## config.mk

```make
export PLATFORM = sky130hd
export DESIGN_NAME = i2c_strap_slave
export DESIGN_NICKNAME = d
export VERILOG_FILES = /design/src/rtl/i2c_ss_pkg.sv /design/src/rtl/i2c_ss_sync.sv /design/src/rtl/i2c_ss_cond.sv /design/src/rtl/i2c_strap_slave.sv
export SDC_FILE = /design/constraint.sdc
export NUM_CORES = 1
export LEC_CHECK = 0
export BUFFER_PORTS_ARGS = -buffer_cell sky130_fd_sc_hd__buf_2
export CAP_MARGIN = 20
export CORE_ASPECT_RATIO = 2
export CORE_UTILIZATION = 28
export DETAILED_ROUTE_END_ITERATION = 10
export HOLD_SLACK_MARGIN = 0.02
export PLACE_DENSITY = 0.44
export SLEW_MARGIN = 20
export SYNTH_ARGS = -nofsm -noshare
export SYNTH_HDL_FRONTEND = slang
export SYNTH_HIERARCHICAL = 1
export SYNTH_SLANG_ARGS = --single-unit
```

## constraint.sdc

```tcl
create_clock -name clk -period 2.57 [get_ports clk]
set_input_delay 0 -clock clk [delete_from_list [all_inputs] [get_ports clk]]
set_output_delay 0 -clock clk [all_outputs]
set_load 0.03 [all_outputs]
```

## src/rtl/i2c_ss_pkg.sv

```systemverilog
package i2c_ss_pkg;
    typedef enum logic [2:0] {
        ST_IDLE, ST_ADDR, ST_RECV, ST_ACK, ST_SEND, ST_MACK, ST_HOLD, ST_DEAD
    } ss_state_e;

    localparam logic [7:0] GC_CMD_RESET = 8'h06;
    localparam logic [7:0] GC_CMD_LATCH = 8'h04;
    localparam int         BIT_CNT_W    = 4;
endpackage

```

## src/rtl/i2c_ss_sync.sv

```systemverilog
module i2c_ss_sync #(
    parameter int STAGES = 2
) (
    input  logic clk,
    input  logic rst_n,
    input  logic din,
    output logic q,
    output logic rise,
    output logic fall
);
    logic [STAGES:0] chain;

    always_ff @(posedge clk or negedge rst_n) begin
        if (!rst_n) chain <= '1;
        else        chain <= {chain[STAGES-1:0], din};
    end

    assign q    = chain[STAGES-1];
    assign rise =  chain[STAGES-1] & ~chain[STAGES];
    assign fall = ~chain[STAGES-1] &  chain[STAGES];
endmodule

```

## src/rtl/i2c_ss_cond.sv

```systemverilog
module i2c_ss_cond (
    input  logic scl_q,
    input  logic sda_rise,
    input  logic sda_fall,
    output logic start,
    output logic stop
);
    assign start = scl_q & sda_fall;
    assign stop  = scl_q & sda_rise;
endmodule

```

## src/rtl/i2c_strap_slave.sv

```systemverilog
module i2c_strap_slave
    import i2c_ss_pkg::*;
#(
    parameter int         HOLD_CYC    = 25000,
    parameter logic [6:0] ADDR_LO     = 7'h41,
    parameter logic [6:0] ADDR_HI     = 7'h44,
    parameter int         SYNC_STAGES = 2
) (
    input  logic       clk,
    input  logic       rst_n,
    input  logic       scl_i,
    input  logic       sda_i,
    input  logic       addr_sel,
    input  logic       shdn_req,
    input  logic [7:0] reg_rdata,
    output logic       sda_oe,
    output logic       reg_wr,
    output logic       reg_rd,
    output logic [7:0] reg_addr,
    output logic [7:0] reg_wdata,
    output logic       gc_reset,
    output logic       shut
);
    localparam int HOLD_W = $clog2(HOLD_CYC + 1);

    logic [1:0] line_in, line_q, line_rise, line_fall;
    assign line_in = {sda_i, scl_i};

    generate
        for (genvar g = 0; g < 2; g++) begin : g_sync
            i2c_ss_sync #(.STAGES(SYNC_STAGES)) u_sync (
                .clk(clk), .rst_n(rst_n), .din(line_in[g]),
                .q(line_q[g]), .rise(line_rise[g]), .fall(line_fall[g])
            );
        end
    endgenerate

    logic scl_q, sda_q, scl_rise, scl_fall, start, stop;
    assign scl_q    = line_q[0];
    assign sda_q    = line_q[1];
    assign scl_rise = line_rise[0];
    assign scl_fall = line_fall[0];

    i2c_ss_cond u_cond (
        .scl_q(scl_q), .sda_rise(line_rise[1]), .sda_fall(line_fall[1]),
        .start(start), .stop(stop)
    );

    ss_state_e              state, state_nx;
    logic [BIT_CNT_W-1:0]   bit_cnt;
    logic [7:0]             shreg, ptr;
    logic [6:0]             my_addr;
    logic                   rw, gc, ptr_phase, mack;
    logic [HOLD_W-1:0]      hold_cnt;
    logic                   byte_done, live, addr_hit, gc_hit, rx_ok;

    assign byte_done = scl_fall && (bit_cnt == BIT_CNT_W'(8));
    assign live      = (state != ST_HOLD) && (state != ST_DEAD);
    assign addr_hit  = (shreg[7:1] == my_addr);
    assign gc_hit    = (shreg == 8'h00);
    assign rx_ok     = !gc || (shreg == GC_CMD_RESET) || (shreg == GC_CMD_LATCH);

    // next-state logic
    always_comb begin
        state_nx = state;
        if (live && start)     state_nx = ST_ADDR;
        else if (live && stop) state_nx = ST_IDLE;
        else begin
            unique case (state)
                ST_IDLE: if (shdn_req) state_nx = ST_DEAD;
                ST_ADDR: if (byte_done) state_nx = (addr_hit || gc_hit) ? ST_ACK : ST_IDLE;
                ST_RECV: if (byte_done) state_nx = rx_ok ? ST_ACK : ST_IDLE;
                ST_ACK: begin
                    if (scl_rise && shdn_req) state_nx = ST_HOLD;
                    else if (scl_fall)        state_nx = rw ? ST_SEND : ST_RECV;
                end
                ST_SEND: if (byte_done) state_nx = ST_MACK;
                ST_MACK: if (scl_fall) state_nx = mack ? ST_SEND : ST_IDLE;
                ST_HOLD: if (hold_cnt == HOLD_W'(HOLD_CYC - 1)) state_nx = ST_DEAD;
                ST_DEAD: state_nx = ST_DEAD;
                default: state_nx = ST_IDLE;
            endcase
        end
    end

    // state register and datapath
    always_ff @(posedge clk or negedge rst_n) begin
        if (!rst_n) begin
            state <= ST_IDLE;  bit_cnt <= '0;  shreg <= '0;  ptr <= '0;
            my_addr <= ADDR_LO; rw <= 1'b0;  gc <= 1'b0;  ptr_phase <= 1'b0;
            mack <= 1'b0;      hold_cnt <= '0;
        end else begin
            state    <= state_nx;
            hold_cnt <= (state == ST_HOLD) ? hold_cnt + HOLD_W'(1) : '0;
            if (live && start) begin
                bit_cnt <= '0;
                gc      <= 1'b0;
                my_addr <= addr_sel ? ADDR_HI : ADDR_LO;
            end else begin
                if ((state == ST_ADDR || state == ST_RECV) && scl_rise) begin
                    shreg   <= {shreg[6:0], sda_q};
                    bit_cnt <= bit_cnt + BIT_CNT_W'(1);
                end
                if (state == ST_SEND) begin
                    if (scl_rise) bit_cnt <= bit_cnt + BIT_CNT_W'(1);
                    if (scl_fall && !byte_done) shreg <= {shreg[6:0], 1'b1};
                end
                if (byte_done) bit_cnt <= '0;
                if (state == ST_ADDR && byte_done) begin
                    rw        <= shreg[0];
                    gc        <= gc_hit;
                    ptr_phase <= !shreg[0];
                end
                if (state == ST_RECV && byte_done && rx_ok) begin
                    if (gc) begin
                        my_addr <= addr_sel ? ADDR_HI : ADDR_LO;
                        if (shreg == GC_CMD_RESET) ptr <= '0;
                    end else if (ptr_phase) begin
                        ptr       <= shreg;
                        ptr_phase <= 1'b0;
                    end else begin
                        ptr <= ptr + 8'd1;
                    end
                end
                if (state == ST_MACK && scl_rise) mack <= ~sda_q;
                if (reg_rd) begin
                    shreg   <= reg_rdata;
                    ptr     <= ptr + 8'd1;
                    bit_cnt <= '0;
                end
            end
        end
    end

    // outputs
    always_comb begin
        sda_oe    = (state == ST_ACK) || (state == ST_HOLD) ||
                    (state == ST_SEND && !shreg[7]);
        shut      = (state == ST_DEAD);
        reg_wr    = (state == ST_RECV) && byte_done && !gc && !ptr_phase && !start;
        gc_reset  = (state == ST_RECV) && byte_done && gc && (shreg == GC_CMD_RESET) && !start;
        reg_rd    = scl_fall && rw && !start &&
                    (((state == ST_ACK) && !(scl_rise && shdn_req)) ||
                     ((state == ST_MACK) && mack));
        reg_addr  = ptr;
        reg_wdata = shreg;
    end


    wr_ptr_step_chk: assert property (@(posedge clk) disable iff (!rst_n)
        reg_wr |=> reg_addr == 8'($past(reg_addr) + 8'd1));

    rd_ptr_step_chk: assert property (@(posedge clk) disable iff (!rst_n)
        reg_rd |=> reg_addr == 8'($past(reg_addr) + 8'd1));

    gc_ptr_clear_chk: assert property (@(posedge clk) disable iff (!rst_n)
        gc_reset |=> reg_addr == 8'd0);

    dead_sticky_chk: assert property (@(posedge clk) disable iff (!rst_n)
        shut |=> shut);

    dead_entry_chk: assert property (@(posedge clk) disable iff (!rst_n)
        $rose(shut) |-> ($past(state) == ST_HOLD || $past(state) == ST_IDLE));

    dead_quiet_chk: assert property (@(posedge clk) disable iff (!rst_n)
        shut |-> !(reg_wr || reg_rd || gc_reset || sda_oe));
endmodule

```

== Word level (Yosys, flattened, before mapping) ==
Cells that the tools add are included.

* Flip-flop bits (word level): 55
* Logic and storage cells: 137

* Reductions and logical operators: 48
* Muxes and demuxes: 41
* Add/sub/neg operators: 3
* Equal/unequal tests: 22
* Bitwise logic cells: 11

{| class="wikitable"
|+ Operators by type and width
! kind !! count
|-
| 8-bit two-way mux || 9
|-
| 3-bit two-way mux || 13
|-
| 4-bit two-way mux || 6
|-
| 4-bit != test (second input constant) || 6
|-
| 3-bit case mux with 8 select lines || 1
|-
| 1-bit logical AND || 23
|-
| 7-bit two-way mux || 3
|-
| 8-bit by 3-bit equality test with 1-bit output (second input constant) || 2
|-
| 15-bit by 1-bit adder with 15-bit output (second input constant) || 1
|-
| 15-bit equality test (second input constant) || 1
|-
| 15-bit two-way mux || 1
|-
| 3-bit equality test (second input constant) || 4
|-
| 8-bit by 1-bit adder with 8-bit output (second input constant) || 1
|-
| 8-bit logical NOT || 1
|-
| 2-bit nonzero test || 4
|-
| 7-bit equality test || 1
|-
| 1-bit logical NOT || 7
|-
| 1-bit logical OR || 7
|-
| 7-bit AND reduction || 1
|-
| 1-bit bitwise AND || 6
|-
| 3-bit by 2-bit equality test with 1-bit output (second input constant) || 2
|-
| 1-bit two-way mux || 6
|-
| 3-bit != test (second input constant) || 2
|-
| 2-bit AND reduction || 3
|-
| 9 further kinds || 14
|}

== Depth between registers and ports, before layout ==
* Word-level depth: 9
* Mapped depth: 8
* Mapped depth without buffers: 8

== Hierarchy ==
Netlist, hierarchy kept.

{| class="wikitable"
|+ Modules (own cells, without submodules)
! module !! cells an instance !! area an instance (sq um) !! instances !! sequential area each (sq um)
|-
| i2c_strap_slave || 292 || 2767.7 || 1 || 1102.3
|-
| i2c_ss_sync || 5 || 93.8 || 2 || 78.8
|-
| i2c_ss_cond || 2 || 12.5 || 1 || 0.0
|}

== Worst setup path before layout ==
No wires, ideal clock.

* Kind: reg2reg
* From: register g_sync[1].u_sync.chain[1]
* To: register ptr[5], in the netlist reg_addr[5]
* Slack: 0.254 ns
* Buffers on the path: 0
* Required time: 2.444 ns
* Arrival time: 2.190 ns
* Stages on the path, launching flop included: 9
* Cell sequence: dfstp_2 -> and2b_2 -> and2_1 -> and2b_1 -> and3_1 -> nand2_2 -> inv_1 -> o21ai_0 -> o32a_1

* Word-level cells in the longest chain between the ends: 8

{| class="wikitable"
|+ RTL lines
! element !! line !! source
|-
| start: declaration || i2c_ss_sync.sv:11 || <nowiki>logic [STAGES:0] chain;</nowiki>
|-
| start signal: assignment || i2c_ss_sync.sv:15 || <nowiki>else chain <= {chain[STAGES-1:0], din};</nowiki>
|-
| 1-bit inverter (*) || i2c_ss_sync.sv:20 || <nowiki>assign fall = ~chain[STAGES-1] & chain[STAGES];</nowiki>
|-
| 1-bit bitwise AND (*) || i2c_ss_sync.sv:20 ||
|-
| net line_fall[1] || i2c_strap_slave.sv:26 || <nowiki>logic [1:0] line_in, line_q, line_rise, line_fall;</nowiki>
|-
| 1-bit bitwise AND (*) || i2c_ss_cond.sv:8 || <nowiki>assign start = scl_q & sda_fall;</nowiki>
|-
| net start || i2c_strap_slave.sv:38 || <nowiki>logic scl_q, sda_q, scl_rise, scl_fall, start, stop;</nowiki>
|-
| 1-bit logical NOT (*) || i2c_strap_slave.sv:142 || <nowiki>reg_rd = scl_fall && rw && !start &&</nowiki>
|-
| 1-bit logical AND (*) (2 in a row) || i2c_strap_slave.sv:142 ||
|-
| net reg_rd || i2c_strap_slave.sv:18 || <nowiki>output logic reg_rd,</nowiki>
|-
| 3-bit by 2-bit != test with 1-bit output (no source line) / 2-bit nonzero test (equally long branches) || - ||
|-
| 3-bit AND reduction (no source line) || - ||
|-
| end signal: assignment || i2c_strap_slave.sv:119 || <nowiki>ptr <= shreg;</nowiki>
|-
| end signal: assignment || i2c_strap_slave.sv:122 || <nowiki>ptr <= ptr + 8'd1;</nowiki>
|-
| end signal: assignment || i2c_strap_slave.sv:128 || <nowiki>ptr <= ptr + 8'd1;</nowiki>
|-
| end: declaration || i2c_strap_slave.sv:51 || <nowiki>logic [7:0] shreg, ptr;</nowiki>
|}

Mark *: on every way through the listed nets, which the timed path passes. The rest lies on a longest branch.
A chain may end at the register's enable or synchronous reset.

== Worst setup path in the final report ==
* From: register g_sync[1].u_sync.chain[1]
* To: register ptr[5], in the netlist reg_addr[5]

* Word-level cells in the longest chain between the ends: 8

{| class="wikitable"
|+ RTL lines
! element !! line
|-
| 1-bit inverter (*) || i2c_ss_sync.sv:20
|-
| 1-bit bitwise AND (*) || i2c_ss_sync.sv:20
|-
| net line_fall[1] || i2c_strap_slave.sv:26
|-
| 1-bit bitwise AND (*) || i2c_ss_cond.sv:8
|-
| net start || i2c_strap_slave.sv:38
|-
| 1-bit logical NOT || i2c_strap_slave.sv:142
|-
| 1-bit logical AND (2 in a row) || i2c_strap_slave.sv:142
|-
| 3-bit by 2-bit != test with 1-bit output (no source line) / 2-bit nonzero test (equally long branches) || -
|-
| 3-bit AND reduction (no source line) || -
|}

Marked as above.

==> reports/qor.yml <==
synth_edf_count: 0
ff2ff_path_depth: 8
worstPathMaxFanout: 8
finalCriticalPeriod_ns: 2.35
synthArstFlopShare_pct: 100
initial_utilization_pct: 29.1
drtAntennaViolNets: 0
cts_resized: 0
timing_hold_violations_final: 0
core-area_um2: 10200
period_share_pct: 91.3
final_cell_mix: "dfrtp_1, nor2_1, buf_2"
outcome: "finished, final reports clean"
clk_pin_slew_ns: 0.07
die_w_um: 74.8
ioPinCount: 35
synth.distinct_cells: 72
avgSynthCellArea_um2: 9.76
cp_num_buf_inv: 1
port_buffers: 34
antenna_found_initial: 0
synthFlopType: "dfrtp_1"
start_kind: "register"
cts_hold_buf: 4
nNetsFinal: 363
cp.depth: 8
grt_use_total_pct: 16.2
rsz0062_at_grt: "false"
synth_fp_nets: 322
cts_tree: "built"
dpl.cell_count: 469
synth_cells: 304
worstHoldPathCells: 3
hpwl_um: 6260
htreeDepth: 2
setup_viol: 0
ir_drop_mv: 0.439
gp_congestion: 0.808
p_per_area_nw_per_um2: 850
skew_ns: 0.00754
drc: 0
hold_path.class: "input port to register"
maxCapViolCount: 0
placementRows: 52
fmax_ghz: 0.426
p_leak_uw: 0.00143
drv_slew: 0
cp-end-kind: "register"
die-area_um2: 11000
cts_buffers: 5
routed_wl_um: 8320
routed_via_density: 5.14
crit_family: "simple AND/OR/NAND/NOR gates"
required_ns: 2.75
slew_headroom_pct: 58.6
worst_slew_pin_slew_ns: 0.621
n_antenna_cell: 0
grt_pass1_vias: 2553
crit_type: "register to register"
syn_area_um2: 2970
clk_path_buf_depth: 2
arrival_ns: 2.53
yosysWarnings: 6
drive_gt1_share_pct: 23.4
postCtsSetupBuffers: 0
clk_latency_ns: 0.30
tns_ns: 0
cp_slowest_stage_delay_ns: 0.57
grt_max_degree: 46
wl_per_cell_um: 17.3
initialDrtViolationCount: 84
clock-sinks: 50
grt_pass1_wl_um: 13300
syn_to_final_growth_pct: 17.9
layout.cells.non_filler: 481
cpMaxStageDelayCell: "dfstp_2"
yosysSeqAreaShare_pct: 42.5
gr-total-overflow: 0
path_cells: "and2b_2 > and2_1 > and2b_1 > and3_1 > nand2_2 > inv_1 > o21ai_0 > o32a_1"
dr.pass1.iters: 4
power_uw: 2970
die_h_um: 148
vias: 2471
clockRootBuffer: "clkbuf_16"
synth-seq-cells: 50
final_common_cell: "dfrtp_1"
## flip-flops by register name, summed over array words and instances (netlist names)
register	count
hold_cnt	15
reg_addr	8
reg_wdata	8
g_sync.u_sync/chain	6
bit_cnt	4
state	3
my_addr	2
gc	1
mack	1
ptr_phase	1
rw	1
## cells in the mapped netlist, types with 2 or more instances
master	n	share of area, %
nand2_1	17	2.2
ha_1	4	1.7
o31ai_1	2	0.51
and2_1	5	1.1
a2bb2oi_1	9	2.7
and3_1	5	1.1
clkbuf_1	4	0.51
inv_1	8	1.0
xor2_1	8	2.4
a211oi_1	2	0.51
nor4_1	4	0.84
buf_2	5	0.84
nand2b_1	3	0.63
o2bb2ai_1	3	0.89
nand4b_1	2	0.59
nor3_1	6	1.0
xnor2_1	12	3.5
a31oi_1	2	0.42
and2b_1	2	0.51
dfrtp_1	43	36
nand4_1	3	0.63
o211ai_2	2	0.84
nand3_1	15	2.5
a22o_1	2	0.59
o21a_1	2	0.51
or3_1	2	0.42
and2b_2	2	0.59
a21boi_2	2	0.76
a21oi_1	12	2.0
o32a_1	2	0.67
buf_4	3	0.76
o21ai_1	2	0.34
nor2b_1	8	1.7
mux2i_1	4	1.3
o21ai_0	11	1.9
dfstp_2	7	6.2
o22ai_1	10	2.1
nor2_1	35	4.4
## layer usage
layer  GRT usage [%]  part of all wire [%]  up-vias
li1                -                     -     1198
met1            17.9                    39     1206
met2            28.8                    54       48
met3            2.25                   2.6       19
met4            8.58                   4.3        0
met5               0                     0        -
## worst paths after layout
| kind | from | slack, ns | end |
|---|---|---|---|
| max in group asynchronous | rst_n | 1.69 | g_sync[0].u_sync/chain[1] |
| setup / recovery | g_sync[1].u_sync/chain[1] | 0.22 | reg_addr[5] |
| hold reg to reg | g_sync[1].u_sync/chain[0] | 0.36 | g_sync[1].u_sync/chain[1] |
| hold / removal | reg_rdata[1] | 0.04 | reg_wdata[1] |
| setup reg to reg | g_sync[1].u_sync/chain[1] | 0.22 | reg_addr[5] |
| min in group asynchronous | rst_n | 0.26 | hold_cnt[6] |
## final cells by class
type,count,area [µm²]
Clock buffer,6,139
Clock inverter,2,16.3
Fill cell,1102,6720
Inverter,8,30.0
Multi-Input combinational cell,233,1600
Sequential cell,50,1260
Tap cell,135,169
Timing Repair Buffer,47,280
## power breakdown
group	internal [µW]	switching [µW]	total, µW	leakage (µW)
logic	433	595	1030	0.000736
registers	920	307	1230	0.000616
clock network	392	325	717	0.0000735
## per-stage QoR
step | setup WS [ns] | cell area, µm² | utilization (%) | hold WS, ns
3_5_place_dp | 0.241 | 3300 | 32.3 | 0.106
4_1_cts | 0.220 | 3500 | 34.2 | 0.0348
3_3_place_gp | 0.282 | 3300 | 32.3 | 0.108
6_report | 0.224 | 3500 | 34.2 | 0.0422
5_1_grt | 0.0354 | 3500 | 34.2 | 0.0735
2_1_floorplan | 0.254 | 2970 | - | -0.296
## worst register-to-register path, delay by kind of cell (launching register included)
| kind | cells | cell delay [ns] |
|---|---|---|
| AO/OA/AOI/OAI | 2 | 0.48 |
| flip-flops | 1 | 0.57 |
| buffers and inverters | 1 | 0.14 |
| AND/OR/NAND/NOR | 5 | 1.03 |
## kinds of logic after synthesis
logic type / after synthesis / share of synthesized area (%)
fa+ha+maj: 4 / 1.69
mux: 6 / 2.11
simple gates: 122 / 23.1
compound gates: 81 / 21.3
buf+inv: 21 / 3.50
flops: 50 / 42.5
xor+xnor: 20 / 5.90
Note: power is estimated with default switching activity, not from simulation.
